File: src/rtl/tps_pkg.sv
package tps_pkg;
    localparam int FRAME_LEN   = 68;
    localparam int SYNC_LEN    = 16;
    localparam int SYNC_END    = 16;
    localparam int FIELD_FIRST = 17;
    localparam int FIELD_LAST  = 39;
    localparam int FIELD_BITS  = FIELD_LAST - FIELD_FIRST + 1;
    localparam int LEN_W       = 6;
    localparam int POS_W       = $clog2(FRAME_LEN);
    localparam logic [SYNC_LEN-1:0] SYNC_WORD = 16'b0011010111101110;
    localparam logic [LEN_W-1:0]    LEN_GOOD  = 6'b010111;

    typedef enum logic [1:0] {
        ST_HUNT,
        ST_CONFIRM,
        ST_LOCKED,
        ST_FLYWHEEL
    } sync_state_t;

    // Field order matches transmission order so a slice of the frame maps directly.
    typedef struct packed {
        logic [1:0] frame_no;
        logic [1:0] constel;
        logic [2:0] hier;
        logic [2:0] rate_hp;
        logic [2:0] rate_lp;
        logic [1:0] guard;
        logic [1:0] mode;
    } tps_params_t;

    localparam int PARAM_BITS = $bits(tps_params_t);
endpackage

File: src/rtl/tps_diff_decoder.sv
module tps_diff_decoder (
    input  logic clk,
    input  logic rst_n,
    input  logic sym_valid,
    input  logic sym_bit,
    output logic dec_bit
);
    logic prev_raw;

    always_ff @(posedge clk) begin
        if (!rst_n) begin
            prev_raw <= 1'b0;
        end else if (sym_valid) begin
            prev_raw <= sym_bit;
        end
    end

    // Phase change between adjacent symbols carries the information.
    assign dec_bit = sym_bit ^ prev_raw;
endmodule

File: src/rtl/tps_frame_sync.sv
module tps_frame_sync
    import tps_pkg::*;
(
    input  logic             clk,
    input  logic             rst_n,
    input  logic             bit_stb,
    input  logic             bit_val,
    output logic             locked,
    output logic             to_hunt,
    output logic [POS_W-1:0] pos
);
    sync_state_t         st_q, st_d;
    logic [SYNC_LEN-1:0] win_q, win_d;
    logic [POS_W-1:0]    pos_q;
    logic                pol_q;
    logic                hit_norm, hit_inv, hit_exp, at_check, at_wrap;

    assign win_d    = {win_q[SYNC_LEN-2:0], bit_val};
    assign hit_norm = (win_d == SYNC_WORD);
    assign hit_inv  = (win_d == ~SYNC_WORD);
    assign hit_exp  = pol_q ? hit_inv : hit_norm;
    assign at_check = (pos_q == POS_W'(SYNC_END));
    assign at_wrap  = (pos_q == POS_W'(FRAME_LEN - 1));

    always_comb begin
        st_d = st_q;
        if (bit_stb) begin
            unique case (st_q)
                ST_HUNT:     if (hit_norm || hit_inv) st_d = ST_CONFIRM;
                ST_CONFIRM:  if (at_check) st_d = hit_exp ? ST_LOCKED : ST_HUNT;
                ST_LOCKED:   if (at_check && !hit_exp) st_d = ST_FLYWHEEL;
                ST_FLYWHEEL: if (at_check) st_d = hit_exp ? ST_LOCKED : ST_HUNT;
                default:     st_d = ST_HUNT;
            endcase
        end
    end

    // State register
    always_ff @(posedge clk) begin
        if (!rst_n) st_q <= ST_HUNT;
        else        st_q <= st_d;
    end

    // Window, bit position and expected polarity
    always_ff @(posedge clk) begin
        if (!rst_n) begin
            win_q <= '0;
            pos_q <= '0;
            pol_q <= 1'b0;
        end else if (bit_stb) begin
            win_q <= win_d;
            if (st_q == ST_HUNT) begin
                if (hit_norm || hit_inv) begin
                    pos_q <= POS_W'(SYNC_END + 1);
                    pol_q <= hit_inv;
                end
            end else if (st_d == ST_HUNT) begin
                pos_q <= '0;
                pol_q <= 1'b0;
            end else begin
                pos_q <= at_wrap ? '0 : pos_q + POS_W'(1);
                if (at_wrap) pol_q <= ~pol_q;
            end
        end
    end

    assign locked  = (st_q == ST_LOCKED) || (st_q == ST_FLYWHEEL);
    assign to_hunt = (st_q != ST_HUNT) && (st_d == ST_HUNT);
    assign pos     = pos_q;

    AST_LOCK_VIA_CONFIRM: assert property (@(posedge clk) disable iff (!rst_n)
        $rose(locked) |-> $past(st_q) == ST_CONFIRM);
    AST_DROP_AFTER_FLYWHEEL: assert property (@(posedge clk) disable iff (!rst_n)
        $fell(locked) |-> $past(st_q) == ST_FLYWHEEL);
    AST_POS_IN_FRAME: assert property (@(posedge clk) disable iff (!rst_n)
        pos_q < POS_W'(FRAME_LEN));
    AST_POL_FLIPS: assert property (@(posedge clk) disable iff (!rst_n)
        (bit_stb && at_wrap && st_q != ST_HUNT) |=> pol_q != $past(pol_q));
endmodule

File: src/rtl/tps_field_capture.sv
module tps_field_capture
    import tps_pkg::*;
(
    input  logic             clk,
    input  logic             rst_n,
    input  logic             bit_stb,
    input  logic             bit_val,
    input  logic             locked,
    input  logic             to_hunt,
    input  logic [POS_W-1:0] pos,
    input  logic             freeze,
    output tps_params_t      params,
    output logic             frame_ok
);
    logic [FIELD_BITS-2:0] sh_q;
    logic [FIELD_BITS-1:0] full;
    logic                  in_field, at_last, len_ok, take;

    assign full     = {sh_q, bit_val};
    assign in_field = (pos >= POS_W'(FIELD_FIRST)) && (pos <= POS_W'(FIELD_LAST));
    assign at_last  = (pos == POS_W'(FIELD_LAST));
    assign len_ok   = (full[FIELD_BITS-1 -: LEN_W] == LEN_GOOD);
    assign take     = bit_stb && locked && at_last;

    always_ff @(posedge clk) begin
        if (!rst_n) begin
            sh_q     <= '0;
            frame_ok <= 1'b0;
            params   <= '0;
        end else begin
            if (bit_stb && locked && in_field) sh_q <= full[FIELD_BITS-2:0];
            if (to_hunt)   frame_ok <= 1'b0;
            else if (take) frame_ok <= len_ok;
            if (take && len_ok && !freeze) params <= tps_params_t'(full[PARAM_BITS-1:0]);
        end
    end

    AST_FROZEN_HOLD: assert property (@(posedge clk) disable iff (!rst_n)
        $past(freeze) |-> $stable(params));
    AST_VALID_NEEDS_LOCK: assert property (@(posedge clk) disable iff (!rst_n)
        frame_ok |-> locked);
endmodule

File: src/rtl/tps_host_if.sv
module tps_host_if
    import tps_pkg::*;
#(
    parameter int DATA_W = 8,
    parameter int IDX_W  = 4,
    parameter int STAT_W = 4
) (
    input  logic              clk,
    input  logic              rst_n,
    input  logic              idx_wr,
    input  logic [DATA_W-1:0] idx_wdata,
    input  tps_params_t       params,
    input  logic [STAT_W-1:0] status,
    output logic              freeze,
    output logic [DATA_W-1:0] rd_data
);
    localparam int REL_BIT = DATA_W - 1;
    logic [IDX_W-1:0] idx_q;

    always_ff @(posedge clk) begin
        if (!rst_n) begin
            idx_q  <= '0;
            freeze <= 1'b0;
        end else if (idx_wr) begin
            idx_q  <= idx_wdata[IDX_W-1:0];
            freeze <= ~idx_wdata[REL_BIT];
        end
    end

    always_comb begin
        rd_data = '0;
        unique case (idx_q)
            IDX_W'(0): rd_data[1:0]        = params.frame_no;
            IDX_W'(1): rd_data[1:0]        = params.constel;
            IDX_W'(2): rd_data[2:0]        = params.hier;
            IDX_W'(3): rd_data[2:0]        = params.rate_hp;
            IDX_W'(4): rd_data[2:0]        = params.rate_lp;
            IDX_W'(5): rd_data[1:0]        = params.guard;
            IDX_W'(6): rd_data[1:0]        = params.mode;
            IDX_W'(7): rd_data[STAT_W-1:0] = status;
            default:   rd_data             = '0;
        endcase
    end

    AST_RELEASE_CLEARS: assert property (@(posedge clk) disable iff (!rst_n)
        (idx_wr && idx_wdata[REL_BIT]) |=> !freeze);
    AST_WRITE_FREEZES: assert property (@(posedge clk) disable iff (!rst_n)
        (idx_wr && !idx_wdata[REL_BIT]) |=> freeze);
endmodule

File: src/rtl/tps_sync_parser.sv
module tps_sync_parser
    import tps_pkg::*;
#(
    parameter int DATA_W = 8,
    parameter int IDX_W  = 4
) (
    input  logic              clk,
    input  logic              rst_n,
    input  logic              sym_valid,
    input  logic              sym_bit,
    input  logic              timing_lock,
    input  logic              afc_lock,
    input  logic              idx_wr,
    input  logic [DATA_W-1:0] idx_wdata,
    output logic [DATA_W-1:0] rd_data,
    output logic              tps_lock,
    output logic              tps_valid
);
    localparam int STAT_W = 4;

    logic             dec_bit, locked, to_hunt, freeze, frame_ok;
    logic [POS_W-1:0] pos;
    tps_params_t      params;
    logic [STAT_W-1:0] status;

    tps_diff_decoder u_dec (
        .clk(clk), .rst_n(rst_n), .sym_valid(sym_valid), .sym_bit(sym_bit), .dec_bit(dec_bit)
    );

    tps_frame_sync u_sync (
        .clk(clk), .rst_n(rst_n), .bit_stb(sym_valid), .bit_val(dec_bit),
        .locked(locked), .to_hunt(to_hunt), .pos(pos)
    );

    tps_field_capture u_cap (
        .clk(clk), .rst_n(rst_n), .bit_stb(sym_valid), .bit_val(dec_bit),
        .locked(locked), .to_hunt(to_hunt), .pos(pos), .freeze(freeze),
        .params(params), .frame_ok(frame_ok)
    );

    assign status = {locked, frame_ok, timing_lock, afc_lock};

    tps_host_if #(.DATA_W(DATA_W), .IDX_W(IDX_W), .STAT_W(STAT_W)) u_host (
        .clk(clk), .rst_n(rst_n), .idx_wr(idx_wr), .idx_wdata(idx_wdata),
        .params(params), .status(status), .freeze(freeze), .rd_data(rd_data)
    );

    assign tps_lock  = locked;
    assign tps_valid = frame_ok;

    AST_STATUS_OUT_OF_RESET: assert property (@(posedge clk)
        $rose(rst_n) |-> (!tps_lock && !tps_valid));
endmodule

File: config.mk
export PLATFORM = sky130hd
export DESIGN_NAME = tps_sync_parser
export DESIGN_NICKNAME = d
export VERILOG_FILES = /design/src/rtl/tps_pkg.sv /design/src/rtl/tps_diff_decoder.sv /design/src/rtl/tps_frame_sync.sv /design/src/rtl/tps_field_capture.sv /design/src/rtl/tps_host_if.sv /design/src/rtl/tps_sync_parser.sv
export SDC_FILE = /design/constraint.sdc
export NUM_CORES = 1
export LEC_CHECK = 0
export CORE_UTILIZATION = 60
export CTS_CLUSTER_DIAMETER = 100
export CTS_CLUSTER_SIZE = 28
export DETAILED_ROUTE_END_ITERATION = 10
export PLACE_DENSITY = 0.82
export SETUP_SLACK_MARGIN = 0.1
export SLEW_MARGIN = 20
export SYNTH_ARGS = -nofsm -noshare
export SYNTH_HDL_FRONTEND = slang
export SYNTH_HIERARCHICAL = 1
export SYNTH_SLANG_ARGS = --single-unit
File: constraint.sdc
create_clock -name clk -period 3.2 [get_ports clk]
set_input_delay 0.64 -clock clk [delete_from_list [all_inputs] [get_ports clk]]
set_output_delay 0.64 -clock clk [all_outputs]
set_load 0.1 [all_outputs]
==> implementation parameters, run 1 <==
Parameter                              Value

Setup path
  Largest driver fanout on the critical path ... 16
  Worst Setup End Kind ... output pin
  Endpoint arrival time on the critical path ... slightly above 2000 ps
  Kind of cell with the highest combined delay on the critical path ... flip-flops
  Number of buffers and inverters on the critical path ... 1
  Critical path type ... register to output pin
  Critical Path Max Stage Delay ... roughly 730 ps
  Endpoint required time on the critical path ... 2560 ps
  Critical path, cell by cell ... nand2_1 -> nor3b_1 -> o31ai_1 -> a21oi_2 -> buf_12
  Critical-path cell with the highest stage delay ... sky130_fd_sc_hd__dfxtp_1
  Nature of the critical path startpoint ... register

Clocking
  Hold-fix buffers, CTS ... 0
  Buffer type at the clock tree root ... sky130_fd_sc_hd__clkbuf_8
  Buffers inserted during post-CTS setup optimization ... 0
  Clock Tree Buf Depth ... 2
  Number of buffers created by CTS ... 9
  Reg clk slew, reported paths ... 70 ps
  Total clock sinks ... 71
  Number of gates resized after cts ... 0
  Total number of H-tree levels ... 3
  Clock tree from TritonCTS ... built
  Clock latency on the worst-skew pair ... 340 ps

Worst hold path
  Hold/Removal Path Class ... register to register

Power
  Switching power total ... 0.0004019 W
  Sequential share of power ... between 50% and 60%
  Share of total power consumed by net switching ... 23.48%
  Internal power component ... 0.001310 W
  Clock share of power ... 40.6%
  Maximum VDD drop ... roughly 0.38 mV
  Share of total power in combinational logic ... 6.6%
  Cell leakage power ... 1.629 nW
  PD cells ... 460.7 nW/um^2

Yosys
  Number of register bits inferred by synthesis ... 71
  Post-synth top area cell ... sky130_fd_sc_hd__dfxtp_1
  Dominant cells by area after synthesis ... sky130_fd_sc_hd__dfxtp_1 (43%), sky130_fd_sc_hd__mux2i_1 (19%), sky130_fd_sc_hd__nand2_1 (6.7%), sky130_fd_sc_hd__nor2_1 (2.4%), sky130_fd_sc_hd__buf_6 (1.3%)
  Post-synth design cell area ... 3337 um^2
  Commonest register cell after synthesis ... sky130_fd_sc_hd__dfxtp_1
  Async set or reset register ratio after synthesis ... 0%
  Gate Count Post-Synth ... between 300 and 400
  Area share of the largest cell type after synthesis ... 42.59%
  Synth cell types ... 60
  Synthesized area per cell ... roughly 9.6 um^2
  Yosys Warn Count ... 6
  Share of synthesized area occupied by flip-flops and latches ... 42.59%
  Post-synth EDFFs ... 0

Route
  Detailed Route WL ... 6493 um
  Number of vias after detailed routing ... 2,527
  Detail Route Antenna Nets ... 0
  Number of remaining DRC errors ... 0
  Routed length per instance ... 15.03 um
  Average vias per placed instance ... approximately 5.8
  Total iterations of the first detailed-routing run ... 5
  Detailed router's first-iteration violation count ... 156

STA
  Final-report max-slew violation count ... 0
  Highest attainable clock frequency ... between 300 and 400 MHz
  Worst slew slack as a fraction of its limit ... between 30 and 40%
  Final critical-path share of the clock period ... 84.83%
  Min setup slack post-route ... between 400 and 500 ps
  Setup TNS ... 0 ps
  RSZ-0062 raised after global routing ... no
  Worst clock skew ... approximately 12 ps
  Final hold violation count ... 0
  Total of endpoints with negative setup slack in the final report ... 0
  Measured slew at the worst slew-check pin ... 1039 ps
  Post-layout min period ... 2715 ps

Floorplanning
  Core Rows ... 26
  Width of the die ... 76.58 um
  CORE AREA ... 5238 um^2
  Die area ... 5864 um^2
  Initial core utilization ... 63.71%
  Die outline height ... roughly 77 um
  # IOs ... 25

Place
  Post-placement setup slack ... 309.6 ps
  RD Place Congestion ... 0.8340
  Count of input and output buffers ... 17
  Dpl hpwl ... 4191 um

Layout
  Area used by multi-input combinational logic ... 1779 um^2
  Relative area change from synthesis to final layout ... 11.36%
  Area of all sequential standard cells ... between 1000 and 1500 um^2
  Number of nets at the end of the flow ... between 300 and 400
  Fraction of final layout cells with drive strength greater than 1 ... 13.54%
  ANT cells ... 0
  Count of filler cells inserted in the layout ... 396

GRT
  Initial antenna violation count ... 0
  Overall routing resource usage ... 23.80%
  Total congestion overflow after global routing ... 0
  Global-route wire length before repair ... 10,940 um
  Largest net degree at the start of global routing ... 50
  Vias in the first global route ... 2,402

Run
  Maximum capacitance violations ... 0

Outcome
  Status ... complete, no violations
-- cells in the final DEF (no fill, tap or decap), types with 2 or more instances in the layout --
cell	n
sky130_fd_sc_hd__a21oi_1	6
sky130_fd_sc_hd__a31oi_1	7
sky130_fd_sc_hd__and4_1	2
sky130_fd_sc_hd__and4b_2	2
sky130_fd_sc_hd__and4bb_1	2
sky130_fd_sc_hd__and4bb_2	2
sky130_fd_sc_hd__buf_12	2
sky130_fd_sc_hd__buf_4	8
sky130_fd_sc_hd__clkbuf_1	3
sky130_fd_sc_hd__clkbuf_8	10
sky130_fd_sc_hd__clkdlybuf4s50_1	10
sky130_fd_sc_hd__conb_1	4
sky130_fd_sc_hd__dfxtp_1	71
sky130_fd_sc_hd__ha_1	2
sky130_fd_sc_hd__inv_1	6
sky130_fd_sc_hd__mux2i_1	63
sky130_fd_sc_hd__nand2_1	60
sky130_fd_sc_hd__nand2b_1	5
sky130_fd_sc_hd__nand3_1	7
sky130_fd_sc_hd__nand4b_1	2
sky130_fd_sc_hd__nor2_1	21
sky130_fd_sc_hd__nor2b_1	7
sky130_fd_sc_hd__nor3_2	2
sky130_fd_sc_hd__nor3b_1	4
sky130_fd_sc_hd__nor3b_2	2
sky130_fd_sc_hd__nor4_1	3
sky130_fd_sc_hd__nor4b_2	2
sky130_fd_sc_hd__o21ai_0	4
sky130_fd_sc_hd__o32ai_1	4
-- layout make-up --
cell class | count | area share, %
Multi-Input combinational cell | 247 | 47.88
Sequential cell | 71 | 38.25
Timing Repair Buffer | 21 | 5.522
Clock buffer | 13 | 4.007
Tap cell | 70 | 2.357
Clock inverter | 3 | 1.145
Inverter | 7 | 0.8418
-- power by group through the flow --
stage / Clock, W / Sequential [W] / Combinational (W)
detailed placement: 0 / 0.000924 / 0.000112
global route: 0.000745 / 0.000905 / 0.000119
floorplan: 0 / 0.000915 / 0.0000959
CTS: 0.000709 / 0.000904 / 0.000113
global placement: 0 / 0.000923 / 0.000111
finish: 0.000695 / 0.000904 / 0.000113
-- metal layers --
metal / GRT usage (%) / share of wire, %
met4: 10.58 / 1.9
met3: 6.707 / 5.6
met5: 0 / 0
met2: 38.11 / 45
met1: 29.71 / 48
-- worst reg2reg max path: stages, from the launching register on --
cell	delay, ps
sky130_fd_sc_hd__dfxtp_1	340
sky130_fd_sc_hd__xor2_1	280
sky130_fd_sc_hd__nor4b_2	340
sky130_fd_sc_hd__nand4_1	210
sky130_fd_sc_hd__a31oi_1	330
sky130_fd_sc_hd__nand3_1	220
sky130_fd_sc_hd__o32ai_1	390
-- final timing paths --
kind / from / to / cells after the start / slack, ps
worst max-delay path: u_host/idx_q[0]$_SDFFE_PN0P_ / rd_data[0] / 5 / 490
worst min-delay path: u_cap/params[2]$_SDFFE_PN0P_ / u_cap/params[2]$_SDFFE_PN0P_ / 2 / 460
worst max register to register: u_dec/prev_raw$_SDFFE_PN0P_ / u_sync/pos[3]$_SDFFE_PN0P_ / 6 / 990
worst min register to register: u_cap/params[2]$_SDFFE_PN0P_ / u_cap/params[2]$_SDFFE_PN0P_ / 2 / 460
-- Yosys cell counts, drive strengths merged (2+ instances only) --
cell    number
and4         2
nor2b        7
nand4        2
nor3         4
inv          6
a21oi        7
nand2       60
dfxtp       71
ha           2
nand3        7
and4b        2
a211oi       2
nand4b       2
nand2b       6
nor2        21
nor4         3
a31oi        7
o21ai        6
buf         13
and3         2
mux2i       63
o31ai        2
nor3b        6
clkbuf      11
nor4b        2
o32ai        4
and4bb       4
-- through the flow --
step                cell area (um^2)  instances  hold WS [ps]  power, W  utilization (%)
floorplan                       3368        349         433.0  0.001011                -
global placement                3525        416         442.5  0.001034            67.30
detailed placement              3525        416         448.0  0.001035            67.30
CTS                             3716        432         459.0  0.001725            70.95
global route                    3716        432         489.6  0.001768            70.95
finish                          3716        432         457.0  0.001712            70.95
-- cell families after synthesis --
group | Yosys count | share of synthesized area [%]
AO/OA/AOI/OAI | 40 | 8.999
AND/OR/NAND/NOR | 136 | 22.57
multiplexers | 64 | 19.57
adder cells (fa/ha/maj) | 2 | 0.7498
XOR/XNOR | 1 | 0.2625
flip-flops | 71 | 42.59
other | 1 | 0.1124
buffers and inverters | 31 | 5.137
-- state kept, by name, indices dropped and copies added (netlist names) --
register,cells
u_cap/frame_ok,1
u_host/freeze,1
u_sync/pos,7
u_sync/pol_q,1
u_sync/st_q,2
u_cap/params,17
u_host/idx_q,4
u_dec/prev_raw,1
u_cap/sh_q,22
u_sync/win_q,15
No activity file was read; power rests on OpenSTA's default activity.
==> run 2, diff against run 1 <==
--- a/config.mk
+++ b/config.mk
@@ -5,11 +5,11 @@
 export SDC_FILE = /design/constraint.sdc
 export NUM_CORES = 1
 export LEC_CHECK = 0
-export CORE_UTILIZATION = 60
+export CORE_UTILIZATION = 52
 export CTS_CLUSTER_DIAMETER = 100
 export CTS_CLUSTER_SIZE = 28
 export DETAILED_ROUTE_END_ITERATION = 10
-export PLACE_DENSITY = 0.82
+export PLACE_DENSITY = 0.76
 export SETUP_SLACK_MARGIN = 0.1
 export SLEW_MARGIN = 20
 export SYNTH_ARGS = -nofsm -noshare
==> constraint.sdc (replaced) <==
create_clock -name clk -period 2.3 [get_ports clk]
set_input_delay 0.46 -clock clk [delete_from_list [all_inputs] [get_ports clk]]
set_output_delay 0.46 -clock clk [all_outputs]
set_load 0.1 [all_outputs]
==> implementation parameters, run 2 (synthesis gave the netlist of run 1 again) <==
Parameter                              Value

Outcome
  Status ... complete, no violations

STA
  Min setup slack post-route ... 74.90 ps (-410.6 ps)
  Highest attainable clock frequency ... 449.4 MHz
  RSZ-0062 raised after global routing ... yes
  Measured slew at the worst slew-check pin ... 688.1 ps (-350.6 ps)
  Final-report max-slew violation count ... 0 (unchanged)
  Setup TNS ... 0 ps (unchanged)
  Final hold violation count ... 0 (unchanged)
  Worst clock skew ... 10.29 ps (-1.274 ps)
  Worst slew slack as a fraction of its limit ... 54.08% (+23 points)
  Post-layout min period ... 2225 ps
  Final critical-path share of the clock period ... 96.74%
  Total of endpoints with negative setup slack in the final report ... 0 (unchanged)

Floorplanning
  # IOs ... 25 (unchanged)
  Initial core utilization ... 55.06% (-8.7 points)
  Die outline height ... 82.11 um (+7.2%)
  Die area ... 6741 um^2 (+15%)
  Core Rows ... 28 (+7.7%)
  Width of the die ... 82.11 um (+7.2%)
  CORE AREA ... 6061 um^2 (+16%)

Route
  Detail Route Antenna Nets ... 0 (unchanged)
  Number of remaining DRC errors ... 0 (unchanged)
  Number of vias after detailed routing ... 2,532 (+0.20%)
  Detailed router's first-iteration violation count ... 146 (-6.4%)
  Detailed Route WL ... 6656 um (+2.5%)
  Average vias per placed instance ... 5.602 (-4.2%)
  Routed length per instance ... 14.73 um (-2.0%)
  Total iterations of the first detailed-routing run ... 4 (-1)

Layout
  Relative area change from synthesis to final layout ... 20.66%
  ANT cells ... 0 (unchanged)
  Non-filler cells, final ... 452 (+4.6%)
  Count of filler cells inserted in the layout ... 441 (+11%)
  Fraction of final layout cells with drive strength greater than 1 ... 21.49% (+7.9 points)
  Number of nets at the end of the flow ... 389 (+4.0%)
  Number of flip-flops in the largest register ... 22 (unchanged)
  Commonest non-fill, non-tap cell in the layout ... sky130_fd_sc_hd__dfxtp_1
  Most used cells in the layout excluding fill and tap cells ... sky130_fd_sc_hd__dfxtp_1 (67), sky130_fd_sc_hd__mux2i_1 (62), sky130_fd_sc_hd__nand2_1 (59)
  Register ranked first by flip-flop count ... u_cap/sh_q
  Largest registers ... u_cap/sh_q: 22 flops, u_cap/params: 17 flops, u_sync/win_q: 15 flops

Setup path
  Number of buffers and inverters on the critical path ... 4 (+3)
  Critical Path Max Stage Delay ... 360 ps (-370 ps)
  Critical path type ... register to output pin
  Endpoint required time on the critical path ... 1840 ps (-720 ps)
  Most numerous cell on the critical path ... sky130_fd_sc_hd__buf_4
  Levels on crit path ... 7 (+2)
  Kind of cell with the highest combined delay on the critical path ... buffers and inverters
  Critical path, cell by cell ... buf_4 -> buf_6 -> nor3b_2 -> o31ai_2 -> buf_4 -> a21oi_4 -> buf_12
  Number of cells on the worst reg-to-reg path ... 8 (+2)
  Critical-path cell with the highest stage delay ... sky130_fd_sc_hd__dfxtp_4
  Nature of the critical path startpoint ... register
  Worst Setup End Kind ... output pin
  Largest driver fanout on the critical path ... 5 (-11)
  Endpoint arrival time on the critical path ... 1770 ps (-300 ps)

Place
  Dpl hpwl ... 4283 um (+2.2%)
  Count of input and output buffers ... 17 (unchanged)
  Post-placement setup slack ... -204.3 ps (-513.9 ps)
  Number of placed instances with taps included ... 431 (+3.6%)
  RD Place Congestion ... 0.8141 (-2.4%)

Clocking
  Reg clk slew, reported paths ... 80 ps (about the same)
  Buffer type at the clock tree root ... sky130_fd_sc_hd__clkbuf_8
  Clock latency on the worst-skew pair ... 360 ps (+20 ps)
  Number of buffers created by CTS ... 9 (unchanged)
  Total number of H-tree levels ... 3 (unchanged)
  Clock Tree Buf Depth ... 2 (unchanged)
  Total clock sinks ... 71 (unchanged)
  Clock tree from TritonCTS ... built
  Hold-fix buffers, CTS ... 0 (unchanged)

Power
  PD cells ... 642.1 nW/um^2 (+39%)
  Total design power ... 0.002585 W (+51%)
  Cell leakage power ... 1.761 nW (+8.1%)
  Maximum VDD drop ... 0.4347 mV (+15%)

Worst hold path
  Hold/Removal Path Class ... input port to register
  Number of cells on the worst hold path ... 2 (unchanged)

GRT
  Total congestion overflow after global routing ... 0 (unchanged)
  Vias in the first global route ... 2,303 (-4.1%)
  Global-route wire length before repair ... 10,460 um (-4.4%)
  Overall routing resource usage ... 20.74% (-3.1 points)
  Largest net degree at the start of global routing ... 49 (-2.0%)
  Initial antenna violation count ... 0 (unchanged)

Run
  Maximum capacitance violations ... 0 (unchanged)
==> run 2: cell count changes in the layout (fill, tap and decap cells not counted), sizes merged <==
cell / before / now
buf: 11 / 26
bufinv: 1 / 2
clkbuf: 13 / 10
clkdlybuf4s50: 10 / 9
clkinvlp: 1 / 2
dlygate4sd2: 0 / 1
inv: 6 / 7
==> run 2: layout make-up <==
cell class	instances	area, um^2	area share [%]
clock buffers	10	137.6	3.418
clock inverters	6	92.59	2.300
inverters	7	31.28	0.7769
multi-input cells	247	1862	46.24
flip-flops and latches	71	1431	35.55
well taps	75	93.84	2.331
repair buffers	36	377.9	9.385
==> run 2: what timing repair did <==
item	4_1_cts	5_1_grt
buffers inserted	5	0
endpoints found under the hold margin	0	0
endpoints found under the setup margin	3	9
pin swaps	1	7
gates resized for setup	7	15
==> run 2: per-stage QoR <==
step	instance area (um^2)	utilization, %	hold WS, ps
floorplan	3400	-	433.0
global placement	3684	60.78	445.0
detailed placement	3684	60.78	449.9
CTS	3963	65.38	430.8
global route	4026	66.43	444.2
finish	4026	66.43	446.1
==> run 2: routing by layer <==
| layer | GRT usage, % | wire length, um | vias up |
|---|---|---|---|
| li1 | - | - | 1273 |
| met1 | 27.22 | 3292 | 1191 |
| met2 | 31.65 | 2952 | 62 |
| met3 | 6.154 | 327 | 6 |
| met4 | 8.596 | 85 | 0 |
| met5 | 0 | 0 | - |
==> run 2: path summary, 6_finish.rpt <==
path / end / from / slack, ps
setup / recovery: rd_data[0] / u_host/idx_q[0]$_SDFFE_PN0P_ / 70
hold / removal: u_host/freeze$_SDFFE_PN0P_ / rst_n / 450
setup reg to reg: u_sync/pol_q$_SDFFE_PN0P_ / u_sync/pos[0]$_SDFFE_PN0P_ / 220
hold reg to reg: u_cap/params[9]$_SDFFE_PN0P_ / u_cap/params[9]$_SDFFE_PN0P_ / 470
==> run 2: report_power, final <==
group | switching, W | internal [W]
clock | 0.000493 | 0.000645
sequential | 0.0000195 | 0.00124
combinational | 0.000114 | 0.0000773
total | 0.000626 | 0.00196
==> run 3, diff against run 2 <==
--- a/config.mk
+++ b/config.mk
@@ -5,11 +5,11 @@
 export SDC_FILE = /design/constraint.sdc
 export NUM_CORES = 1
 export LEC_CHECK = 0
-export CORE_UTILIZATION = 52
+export CORE_UTILIZATION = 30
 export CTS_CLUSTER_DIAMETER = 100
 export CTS_CLUSTER_SIZE = 28
 export DETAILED_ROUTE_END_ITERATION = 10
-export PLACE_DENSITY = 0.76
+export PLACE_DENSITY = 0.49
 export SETUP_SLACK_MARGIN = 0.1
 export SLEW_MARGIN = 20
 export SYNTH_ARGS = -nofsm -noshare
==> constraint.sdc (replaced) <==
create_clock -name clk -period 2.3 [get_ports clk]
set_input_delay 0.46 -clock clk [delete_from_list [all_inputs] [get_ports clk]]
set_output_delay 0.46 -clock clk [all_outputs]
set_load 0.05 [all_outputs]
==> implementation parameters, run 3 (synthesis gave the netlist of run 1 again) <==
Parameter                              Value

Clocking
  Number of buffers created by CTS ... 9 (unchanged)
  Total number of H-tree levels ... 3 (unchanged)
  Reg clk slew, reported paths ... 70 ps (about the same)
  Clock Tree Buf Depth ... 2 (unchanged)
  Clock latency on the worst-skew pair ... 350 ps (about the same)
  Buffer type at the clock tree root ... sky130_fd_sc_hd__clkbuf_8
  Hold-fix buffers, CTS ... 0 (unchanged)
  Total clock sinks ... 71 (unchanged)
  Clock tree from TritonCTS ... built

Route
  Detailed router's first-iteration violation count ... 142 (-2.7%)
  Number of remaining DRC errors ... 0 (unchanged)
  Detail Route Antenna Nets ... 0 (unchanged)
  Total iterations of the first detailed-routing run ... 4 (unchanged)
  Number of vias after detailed routing ... 2,471 (-2.4%)
  Routed length per instance ... 13.44 um (-8.7%)
  Detailed Route WL ... 6975 um (+4.8%)
  Average vias per placed instance ... 4.761 (-15%)

Layout
  Number of flip-flops in the largest register ... 22 (unchanged)
  ANT cells ... 0 (unchanged)
  Most used cells in the layout excluding fill and tap cells ... sky130_fd_sc_hd__dfxtp_1 (68), sky130_fd_sc_hd__mux2i_1 (63), sky130_fd_sc_hd__nand2_1 (58)
  Largest registers ... u_cap/sh_q: 22 flops, u_cap/params: 17 flops, u_sync/win_q: 15 flops
  Relative area change from synthesis to final layout ... 21.30%
  Fraction of final layout cells with drive strength greater than 1 ... 20.05% (-1.4 points)
  Utilization after layout ... 37.34% (-29 points)
  Register ranked first by flip-flop count ... u_cap/sh_q
  Commonest non-fill, non-tap cell in the layout ... sky130_fd_sc_hd__dfxtp_1
  Number of nets at the end of the flow ... 392 (+0.77%)
  Count of filler cells inserted in the layout ... 1,108 (+150%)

Place
  RD Place Congestion ... 0.8004 (-1.7%)
  Count of input and output buffers ... 17 (unchanged)
  Dpl hpwl ... 4729 um (+10%)

Setup path
  Nature of the critical path startpoint ... register
  Critical path type ... register to output pin
  Endpoint required time on the critical path ... 1840 ps (about the same)
  Critical path, cell by cell ... buf_6 -> clkinv_4 -> nand2_2 -> mux4_2 -> a21oi_4 -> buf_12
  Largest driver fanout on the critical path ... 4 (-1)
  Critical Path Max Stage Delay ... 480 ps (+120 ps)
  Worst Setup End Kind ... output pin
  Critical-path cell with the highest stage delay ... sky130_fd_sc_hd__mux4_2
  Endpoint arrival time on the critical path ... 1720 ps (-50 ps)

Floorplanning
  # IOs ... 25 (unchanged)
  Die area ... 11,550 um^2 (+71%)
  Initial core utilization ... 30.78% (-24 points)
  Width of the die ... 107.5 um (+31%)
  CORE AREA ... 10,840 um^2 (+79%)
  Die outline height ... 107.5 um (+31%)
  Core Rows ... 38 (+36%)

STA
  Final critical-path share of the clock period ... 94.97% (-1.8 points)
  Final-report max-slew violation count ... 0 (unchanged)
  Highest attainable clock frequency ... 457.8 MHz (+1.9%)
  Worst hold slack after final layout ... 458.1 ps (+12.01 ps)
  RSZ-0062 raised after global routing ... yes
  Measured slew at the worst slew-check pin ... 688.8 ps (+0.7877 ps)
  Post-layout min period ... 2184 ps (-40.77 ps)
  Worst clock skew ... 6.438 ps (-3.850 ps)
  Setup TNS ... 0 ps (unchanged)
  Final hold violation count ... 0 (unchanged)
  Total of endpoints with negative setup slack in the final report ... 0 (unchanged)
  Worst slew slack as a fraction of its limit ... 54.03% (about the same)

Power
  Maximum VDD drop ... 0.2999 mV (-31%)
  Cell leakage power ... 1.746 nW (-0.84%)
  Total design power ... 0.002396 W (-7.3%)
  PD cells ... 592.0 nW/um^2 (-7.8%)

GRT
  Vias in the first global route ... 2,318 (+0.65%)
  Largest net degree at the start of global routing ... 45 (-8.2%)
  Initial antenna violation count ... 0 (unchanged)
  Global-route wire length before repair ... 11,450 um (+9.4%)
  Total congestion overflow after global routing ... 0 (unchanged)
  Overall routing resource usage ... 13.03% (-7.7 points)

Outcome
  Status ... complete, no violations

Run
  Maximum capacitance violations ... 0 (unchanged)

Worst hold path
  Hold/Removal Path Class ... register to register
## run 3: cell type report
class                   count  area, um^2  area share (%)
flip-flops and latches     71        1428           35.27
repair buffers             39       397.9           9.830
clock inverters             3       43.79           1.082
well taps                 140       175.2           4.328
multi-input cells         247        1827           45.13
inverters                   7       31.28          0.7728
clock buffers              12       145.1           3.586
## run 3: repair_timing
item                       CTS  global route
setup buffers                3             3
setup endpoints to repair    2             7
resized for setup            8             9
pin swaps                    1             5
## run 3: worst paths after layout
kind                                                       to  cells past startpoint                           from  slack (ps)
worst min register to register  u_cap/params[15]$_SDFFE_PN0P_                      2  u_cap/params[15]$_SDFFE_PN0P_         460
worst min-delay path            u_cap/params[15]$_SDFFE_PN0P_                      2  u_cap/params[15]$_SDFFE_PN0P_         460
worst max-delay path                               rd_data[0]                      6   u_host/idx_q[0]$_SDFFE_PN0P_         120
worst max register to register      u_sync/pol_q$_SDFFE_PN0P_                      8     u_sync/pos[1]$_SDFFE_PN0P_         260
## run 3: critical path: cells and delay by family, from the launching register on
| kind | cells | cell delay [ps] |
|---|---|---|
| muxes | 1 | 480 |
| buffers and inverters | 3 | 320 |
| DFF | 1 | 360 |
| AOI/OAI and AO/OA | 1 | 170 |
| and+or+nand+nor | 1 | 30 |
## run 3: through the flow
step           instance area [um^2]  instances  setup WS (ps)
2_1_floorplan                  3358        349          118.4
3_3_place_gp                   3747        498         -167.1
3_5_place_dp                   3747        498         -203.7
4_1_cts                        3983        516          65.77
5_1_grt                        4048        519          49.37
6_report                       4048        519          115.7
## run 3: routing by layer
layer,global-route usage [%],vias up,routed length [um]
li1,-,1280,-
met1,17.20,1153,3554
met2,19.49,29,3080
met3,4.177,9,229
met4,5.382,0,111
met5,0,-,0
## run 3: where the power goes
| group | total, W | internal, W | switching, W |
|---|---|---|---|
| sequential | 0.00125 | 0.00124 | 0.0000150 |
| combinational | 0.000166 | 0.0000758 | 0.0000901 |
| clock | 0.000978 | 0.000526 | 0.000452 |
| total | 0.00240 | 0.00184 | 0.000557 |
